===== config.mk =====
export PLATFORM = sky130hd
export DESIGN_NAME = coef_ram
export DESIGN_NICKNAME = d
export VERILOG_FILES = /design/src/rtl/coef_pkg.sv /design/src/rtl/coef_rom.sv /design/src/rtl/coef_cmd_decode.sv /design/src/rtl/coef_store.sv /design/src/rtl/coef_ctrl.sv /design/src/rtl/coef_ram.sv
export SDC_FILE = /design/constraint.sdc
export NUM_CORES = 1
export LEC_CHECK = 0
export BUFFER_PORTS_ARGS = -buffer_cell sky130_fd_sc_hd__buf_2
export CELL_PAD_IN_SITES_DETAIL_PLACEMENT = 2
export CELL_PAD_IN_SITES_GLOBAL_PLACEMENT = 2
export CORE_MARGIN = 3
export CORE_UTILIZATION = 53
export CTS_BUF_LIST = sky130_fd_sc_hd__clkbuf_4
export DETAILED_ROUTE_END_ITERATION = 16
export MAX_ROUTING_LAYER = met4
export PLACE_DENSITY = 0.9
export RECOVER_POWER = 100
export SYNTH_ARGS = -nofsm -noshare
export SYNTH_HDL_FRONTEND = slang
export SYNTH_SLANG_ARGS = --single-unit

===== constraint.sdc =====
create_clock -name clk -period 12.71 [get_ports clk]
set_input_delay 1.271 -clock clk [delete_from_list [all_inputs] [get_ports clk]]
set_output_delay 1.271 -clock clk [all_outputs]
set_load 0.02 [all_outputs]

===== src/rtl/coef_pkg.sv =====
package coef_pkg;
    typedef enum logic [1:0] {
        ST_BOOT  = 2'd0,
        ST_IDLE  = 2'd1,
        ST_WRITE = 2'd2
    } ctrl_state_e;
endpackage


===== src/rtl/coef_rom.sv =====
module coef_rom #(
    parameter int AW      = 7,
    parameter int DW      = 8,
    parameter int ROM_MUL = 37,
    parameter int ROM_ADD = 5
) (
    input  logic [AW-1:0] addr,
    output logic [DW-1:0] data
);
    localparam int DEPTH = 1 << AW;

    logic [DW-1:0] tbl [DEPTH];

    // The default table is computed per entry, so no list is written out.
    for (genvar i = 0; i < DEPTH; i++) begin : g_tbl
        assign tbl[i] = DW'(i * ROM_MUL + ROM_ADD);
    end

    assign data = tbl[addr];
endmodule


===== src/rtl/coef_cmd_decode.sv =====
module coef_cmd_decode #(
    parameter int AW     = 7,
    parameter int DW     = 8,
    parameter int CODE_W = 8,
    parameter logic [CODE_W-1:0] CODE = 8'h34,
    localparam int CMD_W = CODE_W + 1 + AW + DW
) (
    input  logic             cmd_valid,
    input  logic [CMD_W-1:0] cmd_word,
    output logic             cmd_legal,
    output logic [AW-1:0]    cmd_addr,
    output logic [DW-1:0]    cmd_data
);
    localparam int RSV_BIT = DW + AW;

    logic code_ok;
    logic rsv_ok;

    always_comb begin
        code_ok   = (cmd_word[CMD_W-1 -: CODE_W] == CODE);
        rsv_ok    = !cmd_word[RSV_BIT];
        cmd_legal = cmd_valid && code_ok && rsv_ok;
        cmd_addr  = cmd_word[DW +: AW];
        cmd_data  = cmd_word[DW-1:0];
    end
endmodule


===== src/rtl/coef_store.sv =====
module coef_store #(
    parameter int AW = 7,
    parameter int DW = 8
) (
    input  logic          clk,
    input  logic          rst_n,
    input  logic          we,
    input  logic [AW-1:0] wa,
    input  logic [DW-1:0] wd,
    input  logic [AW-1:0] ra,
    output logic [DW-1:0] rd
);
    localparam int DEPTH = 1 << AW;

    logic [DW-1:0] mem_q [DEPTH];
    logic [DW-1:0] mem_d [DEPTH];

    always_comb begin
        mem_d = mem_q;
        if (we) begin
            mem_d[wa] = wd;
        end
    end

    always_ff @(posedge clk) begin
        mem_q <= mem_d;
    end

    assign rd = mem_q[ra];

    AST_WRITE_LANDS: assert property (@(posedge clk) disable iff (!rst_n)
        we |=> (mem_q[$past(wa)] == $past(wd)));

    AST_RD_STABLE: assert property (@(posedge clk) disable iff (!rst_n)
        (!we && $stable(ra)) |-> ##1 (!$stable(ra) || $stable(rd) || $past(!rst_n)));
endmodule


===== src/rtl/coef_ctrl.sv =====
module coef_ctrl
    import coef_pkg::*;
#(
    parameter int AW           = 7,
    parameter int DW           = 8,
    parameter int BOOT_CYCLES  = 226,
    parameter int WRITE_CYCLES = 64
) (
    input  logic          clk,
    input  logic          rst_n,
    input  logic          cmd_valid,
    input  logic          cmd_legal,
    input  logic [AW-1:0] cmd_addr,
    input  logic [DW-1:0] cmd_data,
    input  logic          err_clr,
    output logic [AW-1:0] rom_addr,
    input  logic [DW-1:0] rom_data,
    output logic          we,
    output logic [AW-1:0] wa,
    output logic [DW-1:0] wd,
    output logic          busy,
    output logic          err
);
    localparam int DEPTH = 1 << AW;
    localparam int MAXA  = (BOOT_CYCLES > WRITE_CYCLES) ? BOOT_CYCLES : WRITE_CYCLES;
    localparam int MAXC  = (MAXA > DEPTH) ? MAXA : DEPTH;
    localparam int CNT_W = $clog2(MAXC + 1);

    localparam logic [CNT_W-1:0] BOOT_LAST  = CNT_W'(BOOT_CYCLES - 1);
    localparam logic [CNT_W-1:0] WRITE_LAST = CNT_W'(WRITE_CYCLES - 1);
    localparam logic [CNT_W-1:0] DEPTH_C    = CNT_W'(DEPTH);

    typedef struct packed {
        ctrl_state_e      state;
        logic [CNT_W-1:0] cnt;
        logic [AW-1:0]    addr;
        logic [DW-1:0]    data;
        logic             err;
    } ctrl_t;

    ctrl_t cur_q, nxt_d;
    logic  accept;

    always_comb begin
        nxt_d    = cur_q;
        we       = 1'b0;
        wa       = cur_q.cnt[AW-1:0];
        wd       = rom_data;
        rom_addr = cur_q.cnt[AW-1:0];
        busy     = (cur_q.state != ST_IDLE);
        accept   = 1'b0;

        case (cur_q.state)
            ST_BOOT: begin
                if (cur_q.cnt < DEPTH_C) begin
                    we = 1'b1;
                end
                if (cur_q.cnt == BOOT_LAST) begin
                    nxt_d.state = ST_IDLE;
                    nxt_d.cnt   = '0;
                end else begin
                    nxt_d.cnt = cur_q.cnt + 1'b1;
                end
            end
            ST_IDLE: begin
                if (cmd_legal) begin
                    accept      = 1'b1;
                    nxt_d.state = ST_WRITE;
                    nxt_d.cnt   = '0;
                    nxt_d.addr  = cmd_addr;
                    nxt_d.data  = cmd_data;
                end
            end
            ST_WRITE: begin
                if (cur_q.cnt == WRITE_LAST) begin
                    we          = 1'b1;
                    wa          = cur_q.addr;
                    wd          = cur_q.data;
                    nxt_d.state = ST_IDLE;
                    nxt_d.cnt   = '0;
                end else begin
                    nxt_d.cnt = cur_q.cnt + 1'b1;
                end
            end
            default: begin
                nxt_d.state = ST_IDLE;
                nxt_d.cnt   = '0;
            end
        endcase

        if (cmd_valid && busy) begin
            nxt_d.err = 1'b1;
        end else if (err_clr) begin
            nxt_d.err = 1'b0;
        end

        err = cur_q.err;
    end

    always_ff @(posedge clk or negedge rst_n) begin
        if (!rst_n) begin
            cur_q <= '{state: ST_BOOT, cnt: '0, addr: '0, data: '0, err: 1'b0};
        end else begin
            cur_q <= nxt_d;
        end
    end

    AST_BUSY_CMD_ERR: assert property (@(posedge clk) disable iff (!rst_n)
        (cmd_valid && busy) |=> err);

    AST_ERR_STICKY: assert property (@(posedge clk) disable iff (!rst_n)
        (err && !err_clr) |=> err);

    AST_ACCEPT_BUSY: assert property (@(posedge clk) disable iff (!rst_n)
        accept |=> busy);

    AST_RESET_VALUES: assert property (@(posedge clk)
        !rst_n |-> (busy && !err));
endmodule


===== src/rtl/coef_ram.sv =====
module coef_ram #(
    parameter int AW           = 7,
    parameter int DW           = 8,
    parameter int CODE_W       = 8,
    parameter logic [CODE_W-1:0] CODE = 8'h34,
    parameter int BOOT_CYCLES  = 226,
    parameter int WRITE_CYCLES = 64,
    parameter int ROM_MUL      = 37,
    parameter int ROM_ADD      = 5,
    localparam int CMD_W       = CODE_W + 1 + AW + DW
) (
    input  logic             clk,
    input  logic             rst_n,
    input  logic             cmd_valid,
    input  logic [CMD_W-1:0] cmd_word,
    input  logic             err_clr,
    input  logic [AW-1:0]    rd_addr,
    output logic [DW-1:0]    rd_data,
    output logic             busy,
    output logic             err
);
    logic          cmd_legal;
    logic [AW-1:0] cmd_addr;
    logic [DW-1:0] cmd_data;
    logic [AW-1:0] rom_addr;
    logic [DW-1:0] rom_data;
    logic          we;
    logic [AW-1:0] wa;
    logic [DW-1:0] wd;

    coef_cmd_decode #(
        .AW(AW), .DW(DW), .CODE_W(CODE_W), .CODE(CODE)
    ) u_dec (
        .cmd_valid (cmd_valid),
        .cmd_word  (cmd_word),
        .cmd_legal (cmd_legal),
        .cmd_addr  (cmd_addr),
        .cmd_data  (cmd_data)
    );

    coef_rom #(
        .AW(AW), .DW(DW), .ROM_MUL(ROM_MUL), .ROM_ADD(ROM_ADD)
    ) u_rom (
        .addr (rom_addr),
        .data (rom_data)
    );

    coef_ctrl #(
        .AW(AW), .DW(DW), .BOOT_CYCLES(BOOT_CYCLES), .WRITE_CYCLES(WRITE_CYCLES)
    ) u_ctrl (
        .clk       (clk),
        .rst_n     (rst_n),
        .cmd_valid (cmd_valid),
        .cmd_legal (cmd_legal),
        .cmd_addr  (cmd_addr),
        .cmd_data  (cmd_data),
        .err_clr   (err_clr),
        .rom_addr  (rom_addr),
        .rom_data  (rom_data),
        .we        (we),
        .wa        (wa),
        .wd        (wd),
        .busy      (busy),
        .err       (err)
    );

    coef_store #(
        .AW(AW), .DW(DW)
    ) u_store (
        .clk   (clk),
        .rst_n (rst_n),
        .we    (we),
        .wa    (wa),
        .wd    (wd),
        .ra    (rd_addr),
        .rd    (rd_data)
    );
endmodule


==> results of run 1 <==
-- stage by stage --
stage	cell area, µm²	hold slack [ns]	setup WS (ns)	std cells
floorplan	41750	0.4793	1.093	1916
global placement	43170	0.4936	6.378	2922
-- cell usage after synthesis, drive strengths merged (9+ instances only) --
| cell type | number | area [µm²] |
|---|---|---|
| a21oi | 17 | 85.08 |
| buf | 55 | 274.0 |
| clkbuf | 51 | 191.4 |
| dfrtp | 26 | 650.6 |
| edfxtp | 1024 | 30750 |
| ha | 9 | 112.6 |
| inv | 12 | 45.04 |
| mux2 | 25 | 281.5 |
| mux4 | 337 | 7590 |
| nand2 | 65 | 244.0 |
| nand2b | 11 | 68.82 |
| nor2 | 153 | 574.3 |
| nor2b | 9 | 56.30 |
| nor3 | 11 | 55.05 |
| o211ai | 10 | 75.07 |
| o21ai | 26 | 130.1 |
-- cells by family after synthesis --
kind of cell | share of synthesized area, %
AOI/OAI and AO/OA | 1.390
xor gates and xnor gates | 0.1049
adders and majority gates | 0.2697
buffers and inverters | 1.223
DFF | 75.21
muxes | 19.02
and+or+nand+nor | 2.787
==> metrics.txt, run 1 <==
async set or reset register ratio after synthesis 2.476%; Post-DP HPWL 95.19 mm; status stopped before the end; Fail Step 3_5_place_dp; starting density of the core 53.72%; I/O pin count 45; Syn Inst Count 1,916; die height 286.7 µm; Seq/Total Area, Yosys 75.21%; port bufs 44; mean area per synthesized cell 21.79 µm²; Yosys reg bits 1,050; Primary FF master, synth edfxtp_1; Synth cell types 49; Die W 286.7 µm; Mapped Nets 1,960; Yosys warnings 0; Rows 102; Err [ERROR DPL-0033] detailed placement checks failed during check placement.; Post-Syn Area 41,750 µm²; EDFF count, synth 1,024; routability cong. 0.8104
==> inputs of run 2 (changes only) <==
- CELL_PAD_IN_SITES_DETAIL_PLACEMENT: 2 -> default
- CELL_PAD_IN_SITES_GLOBAL_PLACEMENT: 2 -> default
- CORE_UTILIZATION: 53 -> 40
- CTS_BUF_LIST: sky130_fd_sc_hd__clkbuf_4 -> default
- MAX_ROUTING_LAYER: met4 -> default
- PLACE_DENSITY: 0.9 -> default
- PLACE_DENSITY_LB_ADDON: default -> 0.15
==> metrics.txt, run 2 <==
I/O pin count 45; max FFs per register 1,024; Syn Inst Count 1,916; Vias/cell 5.695; Final WS setup 3.647 ns; die area 108,300 µm²; post-CTS setup buffers 0; Mapped Nets 1,960; largest area contributor in the netlist edfxtp_1; DRC 0; pin count of the biggest net entering global routing 148; aggregate global routing overflow 0; initial antenna violation count 4; Reg2Reg Depth 6; Post-DP HPWL 59.94 mm; hold_buf cts 0; starting density of the core 40.69%; max-slew violation count 1,079; synth top area cells edfxtp_1 (74%), mux4_2 (18%), dfrtp_1 (1.6%); post-CTS sizing 0; Initial DRT Pass Iterations 5; highest attainable clock frequency 110.3 MHz; most frequent cells in the layout edfxtp_1 (1,024), mux4_2 (337), nor2_1 (153); TritonCTS Buffers 110; commonest non-fill, non-tap cell in the layout edfxtp_1; async set or reset register ratio after synthesis 2.476%; vias in the first global route 20,250; Placement Setup Slack 5.599 ns; worst-skew pair later-pin latency 0.69 ns; fraction of the mapped netlist area in compound gates 1.390%; die height 329.1 µm; Final Cycle Share 71.31%; Die W 329.1 µm; Worst R2R End u_store.mem_q[169]$_DFFE_PP_; clk root buf clkbuf_16; clock buffer depth 3; Max VDD drop 0.1067 mV; CTS H-Tree Depth 3; worst-path maximum fanout 74; combinational family with the most area after synthesis multiplexers; Hold WC Path Type reg2reg; most numerous cell in the Yosys netlist edfxtp_1; post-synthesis mux area share 19.02%; fin crit period 9.063 ns; Synth Area in XOR/XNOR 0.1049%; Post-Syn Area 41,750 µm²; layout cells sized above 1 26.49%; CP Launch Type input port; post-synth top area share 73.65%; relative slew slack -232.8%; Yosys reg bits 1,050; first-pass GRT wire length 148.1 mm; clk_skew 0.03816 ns; GRT Util Overall 18.92%; WL final 100.9 mm; WHS Path Cells 1; Synth cell types 49; RR Startpoint u_ctrl.rom_addr[1]$_DFFE_PN0P_; Ant. Diodes 0; DRT iter0 DRCs 2,032; core area 102,600 µm²; reg2reg setup slack 3.80 ns; Worst-path clk slew 0.05 ns; Biggest register u_store.mem_q; final antenna-violating net count 0; Layout Utilization 45.76%; Layout Nets 2,049; clk sink count 1,050; Post-synth top cells edfxtp_1 (1,024), mux4_2 (337), nor2_1 (153); Worst Hold End u_ctrl.cur_q[7]$_DFFE_PN0P_; Design Power 6.952 mW; total number of vias 19,720; Post-Synth Adder-Cell Area 0.2697%; Setup TNS Final 0 ns; Hold Violations, Final 0; port bufs 44; Wirelength per Cell 29.15 µm; CTS tree built; Leak 14.09 nW; Yosys warnings 0; Critical Path End Type output pin; CP Class in2out; hold path startpoint u_ctrl.cur_q[7]$_DFFE_PN0P_; mean area per synthesized cell 21.79 µm²; status finished with violations; Rows 117; setup violators final 0; Primary FF master, synth edfxtp_1; simple-gate area share of the yosys netlist 2.787%; Seq/Total Area, Yosys 75.21%; actual slew at the worst max-slew pin 4.992 ns; failing checks max-capacitance violations, max-slew violations; EDFF count, synth 1,024; Power Dens Cells 148.0 nW/µm²; RSZ-0062 raised after global routing no; Max Cap Violations 18; routability cong. 0.7883; Layout fillers 8,496; Layout area overhead 12.48%; crit path DAT 7.79 ns; worst path required time 11.44 ns
run 2: cell counts after synthesis:
No cell type changed its count.
run 2: power breakdown:
group          switching [mW]  internal, mW  total [mW]
Combinational          0.0666        0.0478       0.114
Sequential           0.000140          3.74        3.74
Clock                    1.32          1.78        3.10
Total                    1.39          5.57        6.95
run 2: final cells by class:
cell class,count,area [µm²],share of cell area (%)
clock buffer,137,2854,6.077
timing repair buffer,83,460.4,0.9804
sequential,1050,31400,66.86
clock inverter,65,625.6,1.332
tap,1368,1712,3.645
multi-input combinational,748,9866,21.01
inverter,12,45.04,0.09591
run 2: cells by family after synthesis:
group                      after synthesis
AOI/OAI and AO/OA                       90
xor gates and xnor gates                 5
DFF                                   1050
and+or+nand+nor                        275
buffers and inverters                  118
adders and majority gates                9
muxes                                  369
run 2: worst max-delay path by stage:
stage                                               from  slack (ns)  cells after the start                            end
after global placement                        rd_addr[0]        5.62                      8                     rd_data[1]
after global routing                          rd_addr[0]        2.82                      8                     rd_data[1]
final                                         rd_addr[0]        3.65                      8                     rd_data[1]
after detailed placement                      rd_addr[0]        5.60                      8                     rd_data[1]
after CTS                                     rd_addr[0]        5.59                      8                     rd_data[1]
after floorplan           u_ctrl.rom_addr[1]$_DFFE_PN0P_        1.09                      6  u_store.mem_q[1006]$_DFFE_PP_
run 2: critical path, stage by stage:
cell      delay [ns]
buf_8           0.62
buf_12          0.54
clkbuf_1        2.68
mux4_2          0.76
mux4_2          0.56
mux4_2          0.57
mux2_1          0.39
buf_2           0.19
run 2: metal layers:
layer	share of wire (%)	global-route usage, %	vias up
li1	-	-	8215
met1	44	27.59	10780
met2	49	30.23	599
met3	5.8	3.430	125
met4	1.7	3.769	0
met5	0	0	-
run 2: per-stage QoR:
step	cell area, µm²	instances	hold slack (ns)
2_1_floorplan	41750	1916	0.4793
3_3_place_gp	43660	3261	0.4990
3_5_place_dp	43660	3261	0.4982
4_1_cts	47140	3463	0.5115
5_1_grt	46960	3463	0.5306
6_report	46960	3463	0.5046
Note: power is estimated with default switching activity, not from simulation.
==> inputs of run 3 (changes only) <==
- clock period: 12.71 -> 9.5 ns (I/O delays scaled with it)
==> metrics.txt, run 3 (same netlist as run 2, synthesis figures left out) <==
failing checks max-capacitance violations, max-slew violations; Layout area overhead 12.47%; first-pass GRT wire length 148.8 mm; CTS H-Tree Depth 3; Max Cap Violations 17; starting density of the core 40.69%; Leak 14.10 nW; Post-DP HPWL 61.21 mm; DRT iter0 DRCs 1,809; die area 108,300 µm²; crit path DAT 7.12 ns; RSZ-0062 raised after global routing no; worst-skew pair later-pin latency 0.68 ns; CP Class reg2reg; CTS tree built; vias in the first global route 20,320; die height 329.1 µm; most frequent cells in the layout edfxtp_1 (1,024), mux4_2 (337), nor2_1 (153); Final Cell Area 46,960 µm²; aggregate global routing overflow 0; Layout fillers 8,509; setup violators final 0; Reg2Reg Depth 9; initial antenna violation count 2; Final WS setup 2.603 ns; post-CTS sizing 0; Vias/cell 5.671; worst path required time 9.73 ns; max-slew violation count 847; Wirelength per Cell 29.22 µm; pin count of the biggest net entering global routing 125; hold_buf cts 0; Placement Cell Area 43,720 µm²; GRT Util Overall 19.04%; total number of vias 19,670; Initial DRT Pass Iterations 7; worst-path maximum fanout 81; crit path capture u_store.mem_q[1012]$_DFFE_PP_; RR Startpoint u_ctrl.rom_addr[0]$_DFFE_PN0P_; Placement Setup Slack 3.645 ns; TritonCTS Buffers 107; Layout Utilization 45.76%; post-CTS setup buffers 0; Max VDD drop 0.1370 mV; final antenna-violating net count 0; Die W 329.1 µm; highest attainable clock frequency 145.0 MHz; port bufs 44; WL final 101.4 mm; Rows 117; Worst-path clk slew 0.06 ns; routability cong. 0.7653; clk_skew 0.03503 ns; Critical Path End Type register; Final Cycle Share 72.60%; clk sink count 1,050; Power Dens Cells 196.9 nW/µm²; fin crit period 6.897 ns; DRC 0; Hold WC Path Type in2reg; I/O pin count 45; Setup TNS Final 0 ns; max FFs per register 1,024; Biggest register u_store.mem_q; reg2reg setup slack 2.60 ns; CP Launch Type register; Layout Nets 2,051; status finished with violations; clk root buf clkbuf_16; Design Power 9.248 mW; clock buffer depth 3; Worst R2R End u_store.mem_q[1012]$_DFFE_PP_; actual slew at the worst max-slew pin 3.657 ns; layout cells sized above 1 27.71%; Hold Violations, Final 0; CP startpoint u_ctrl.rom_addr[0]$_DFFE_PN0P_; relative slew slack -143.8%; commonest non-fill, non-tap cell in the layout edfxtp_1; core area 102,600 µm²
## run 3: cell count changes in the layout (fill, tap and decap cells not counted), moves of 4 or more
cell and change:
clkinv_2 +14, mux2_1 -4, clkinvlp_4 +5, clkbuf_1 -15, mux2_2 +4, buf_4 +5
## run 3: cell type report
type / instances / area, µm² / area share, %
multi-input cells: 748 / 9877 / 21.03
well taps: 1368 / 1712 / 3.645
clock buffers: 121 / 2751 / 5.859
inverters: 12 / 45.04 / 0.09592
repair buffers: 88 / 499.2 / 1.063
clock inverters: 81 / 673.1 / 1.433
diodes: 1 / 2.502 / 0.005329
flip-flops and latches: 1050 / 31400 / 66.87
## run 3: worst max-delay path: stages, from the launching register on
cell and delay (ns):
dfrtp_1 0.80, ha_1 0.46, nand3_1 0.24, nor3_1 0.46, and3_1 0.50, clkbuf_1 0.41, nand2_1 0.17, o21ai_4 0.08
clkbuf_1 1.73, clkbuf_2 1.48
## run 3: where the power goes
group	internal [mW]	switching, mW
Clock	2.31	1.78
Sequential	5.00	0.000243
Combinational	0.0633	0.0913
## run 3: metal layers
layer | GRT usage, % | vias to the layer above | share of wire, %
li1 | - | 8236 | -
met1 | 27.24 | 10750 | 43
met2 | 31.26 | 565 | 50
met3 | 2.949 | 123 | 5.1
met4 | 4.001 | 0 | 1.8
met5 | 0 | - | 0
## run 3: through the flow
step / hold slack (ns) / cells
global placement: 0.4966 / 3266
detailed placement: 0.5038 / 3266
finish: 0.4884 / 3469
CTS: 0.2852 / 3468
global route: 0.4899 / 3468
floorplan: 0.4793 / 1916
## run 3: worst min-delay path by stage
stage	end	cells after the start	start
floorplan	u_ctrl.cur_q[5]$_DFFE_PN0P_	1	u_ctrl.cur_q[5]$_DFFE_PN0P_
global placement	u_ctrl.cur_q[3]$_DFFE_PN0P_	1	u_ctrl.cur_q[3]$_DFFE_PN0P_
finish	u_ctrl.err$_DFFE_PN0P_	2	err_clr
global route	u_ctrl.err$_DFFE_PN0P_	2	err_clr
CTS	u_ctrl.rom_addr[4]$_DFFE_PN0P_	1	rst_n
detailed placement	u_ctrl.cur_q[1]$_DFFE_PN0P_	1	u_ctrl.cur_q[1]$_DFFE_PN0P_
==> inputs of run 4 (changes only) <==
- clock period: 9.5 -> 6.87 ns (I/O delays scaled with it)
==> metrics.txt, run 4 (same netlist as run 2, synthesis figures left out) <==
status finished with violations; failing checks max-capacitance violations, max-slew violations; CP startpoint u_ctrl.rom_addr[0]$_DFFE_PN0P_; Final Cell Area 47,210 µm²; worst-skew pair later-pin latency 0.71 ns; M1 GR Usage 28.05%; worst-path maximum fanout 16; RR Startpoint u_ctrl.rom_addr[0]$_DFFE_PN0P_; max-slew violation count 415; Wirelength per Cell 29.60 µm; CP Launch Type register; Vias/cell 5.720; slowest CP cell clkbuf_1; DRC 0; WL final 102.7 mm; fin crit period 5.655 ns; highest attainable clock frequency 176.8 MHz; Layout Utilization 46.00%; max FFs per register 1,024; Layout area overhead 13.06%; aggregate global routing overflow 0; grt met2 use 30.57%; pin count of the biggest net entering global routing 105; relative slew slack -115.1%; Final Cycle Share 82.31%; TritonCTS Buffers 112; Placement Cell Area 43,710 µm²; Rows 117; port bufs 44; routability cong. 0.8045; Leak 14.25 nW; Die W 329.1 µm; layout cells sized above 1 28.22%; crit path DAT 5.92 ns; CP Class reg2reg; gr busiest metal met2; Biggest register u_store.mem_q; RSZ-0062 raised after global routing no; total number of vias 19,850; GRT Util Overall 19.29%; commonest non-fill, non-tap cell in the layout edfxtp_1; hold path startpoint err_clr; CTS H-Tree Depth 3; Critical Path End Type register; die height 329.1 µm; post-CTS setup buffers 0; setup violators final 0; clock buffer depth 3; worst path required time 7.14 ns; starting density of the core 40.69%; DRT iter0 DRCs 1,952; CTS tree built; clk sink count 1,050; I/O pin count 45; final antenna-violating net count 0; Hold WC Path Type in2reg; Design Power 13.06 mW; die area 108,300 µm²; Layout Nets 2,049; hold slack 0.1858 ns; hold_buf cts 1; Worst path max stage delay 1.29 ns; vias in the first global route 20,430; crit-path cells ha_1 > nand3_1 > nor3_1 > and3_1 > clkbuf_1 > o31ai_1 > nand2_1 > clkbuf_1 > nor2_1; Post-DP HPWL 62.70 mm; Max VDD drop 0.2043 mV; Worst-path clk slew 0.06 ns; most frequent cells in the layout edfxtp_1 (1,024), mux4_2 (337), nor2_1 (153); post-CTS sizing 0; global routing usage on met3 3.388%; initial antenna violation count 9; Initial DRT Pass Iterations 5; Max Cap Violations 11; most used cell along the critical path clkbuf_1; Power Dens Cells 276.7 nW/µm²; clk root buf clkbuf_16; clk_skew 0.03958 ns; actual slew at the worst max-slew pin 3.192 ns; first-pass GRT wire length 150.4 mm; Hold Violations, Final 0; core area 102,600 µm²
-- run 4: changes by cell type in the layout (fill, tap and decap cells not counted), moves of 3 or more --
cell	change
clkbuf_1	-13
clkbuf_2	+6
buf_12	+4
clkbuf_16	+4
clkinv_2	-4
bufinv_16	+3
inv_16	+3
mux2_1	+3
mux2_2	-3
-- run 4: per-layer routing --
metal / routed length, µm / up-vias
met4: 2324 / 0
met1: 44840 / 10760
li1: - / 8242
met2: 49570 / 691
met5: 0 / -
met3: 5968 / 153
-- run 4: final cells by class --
cell class                      instances  area (µm²)
Inverter                               12       45.04
Timing Repair Buffer                   81       539.3
Clock buffer                          130        2870
Clock inverter                         80       749.5
Antenna cell                            1       2.502
Sequential cell                      1050       31400
Tap cell                             1368        1712
Fill cell                            8394       55410
Multi-Input combinational cell        748        9888
-- run 4: through the flow --
step / setup slack (ns) / std cells / TNS [ns]
detailed placement: 1.946 / 3258 / 0
global placement: 1.989 / 3258 / 0
floorplan: -0.9926 / 1916 / -379.46
global route: 0.8839 / 3469 / 0
CTS: 1.971 / 3469 / 0
finish: 1.215 / 3470 / 0
-- run 4: critical path: cells and delay by family, from the launching register on --
kind | cells | cell delay, ns
buffers and inverters | 2 | 1.94
and+or+nand+nor | 5 | 1.80
DFF | 1 | 0.72
adders and majority gates | 1 | 0.43
AOI/OAI and AO/OA | 1 | 0.32
-- run 4: worst paths after layout --
kind / to / slack [ns] / cells past startpoint
worst max-delay path: u_store.mem_q[491]$_DFFE_PP_ / 1.22 / 9
worst min-delay path: u_ctrl.err$_DFFE_PN0P_ / 0.19 / 2
worst max register to register: u_store.mem_q[491]$_DFFE_PP_ / 1.22 / 9
worst min register to register: u_ctrl.cur_q[2]$_DFFE_PN0P_ / 0.52 / 1
max in group asynchronous: u_ctrl.cur_q[3]$_DFFE_PN0P_ / 5.11 / 2
min in group asynchronous: u_ctrl.cur_q[25]$_DFFE_PN0P_ / 0.89 / 2
-- run 4: power by group --
group          total [mW]  switching [mW]  internal (mW)  leakage [nW]
registers            6.92        0.000270           6.92          9.51
clock network        5.93            2.51           3.41          1.77
logic               0.214           0.124         0.0908          2.96
total                13.1            2.64           10.4          14.2
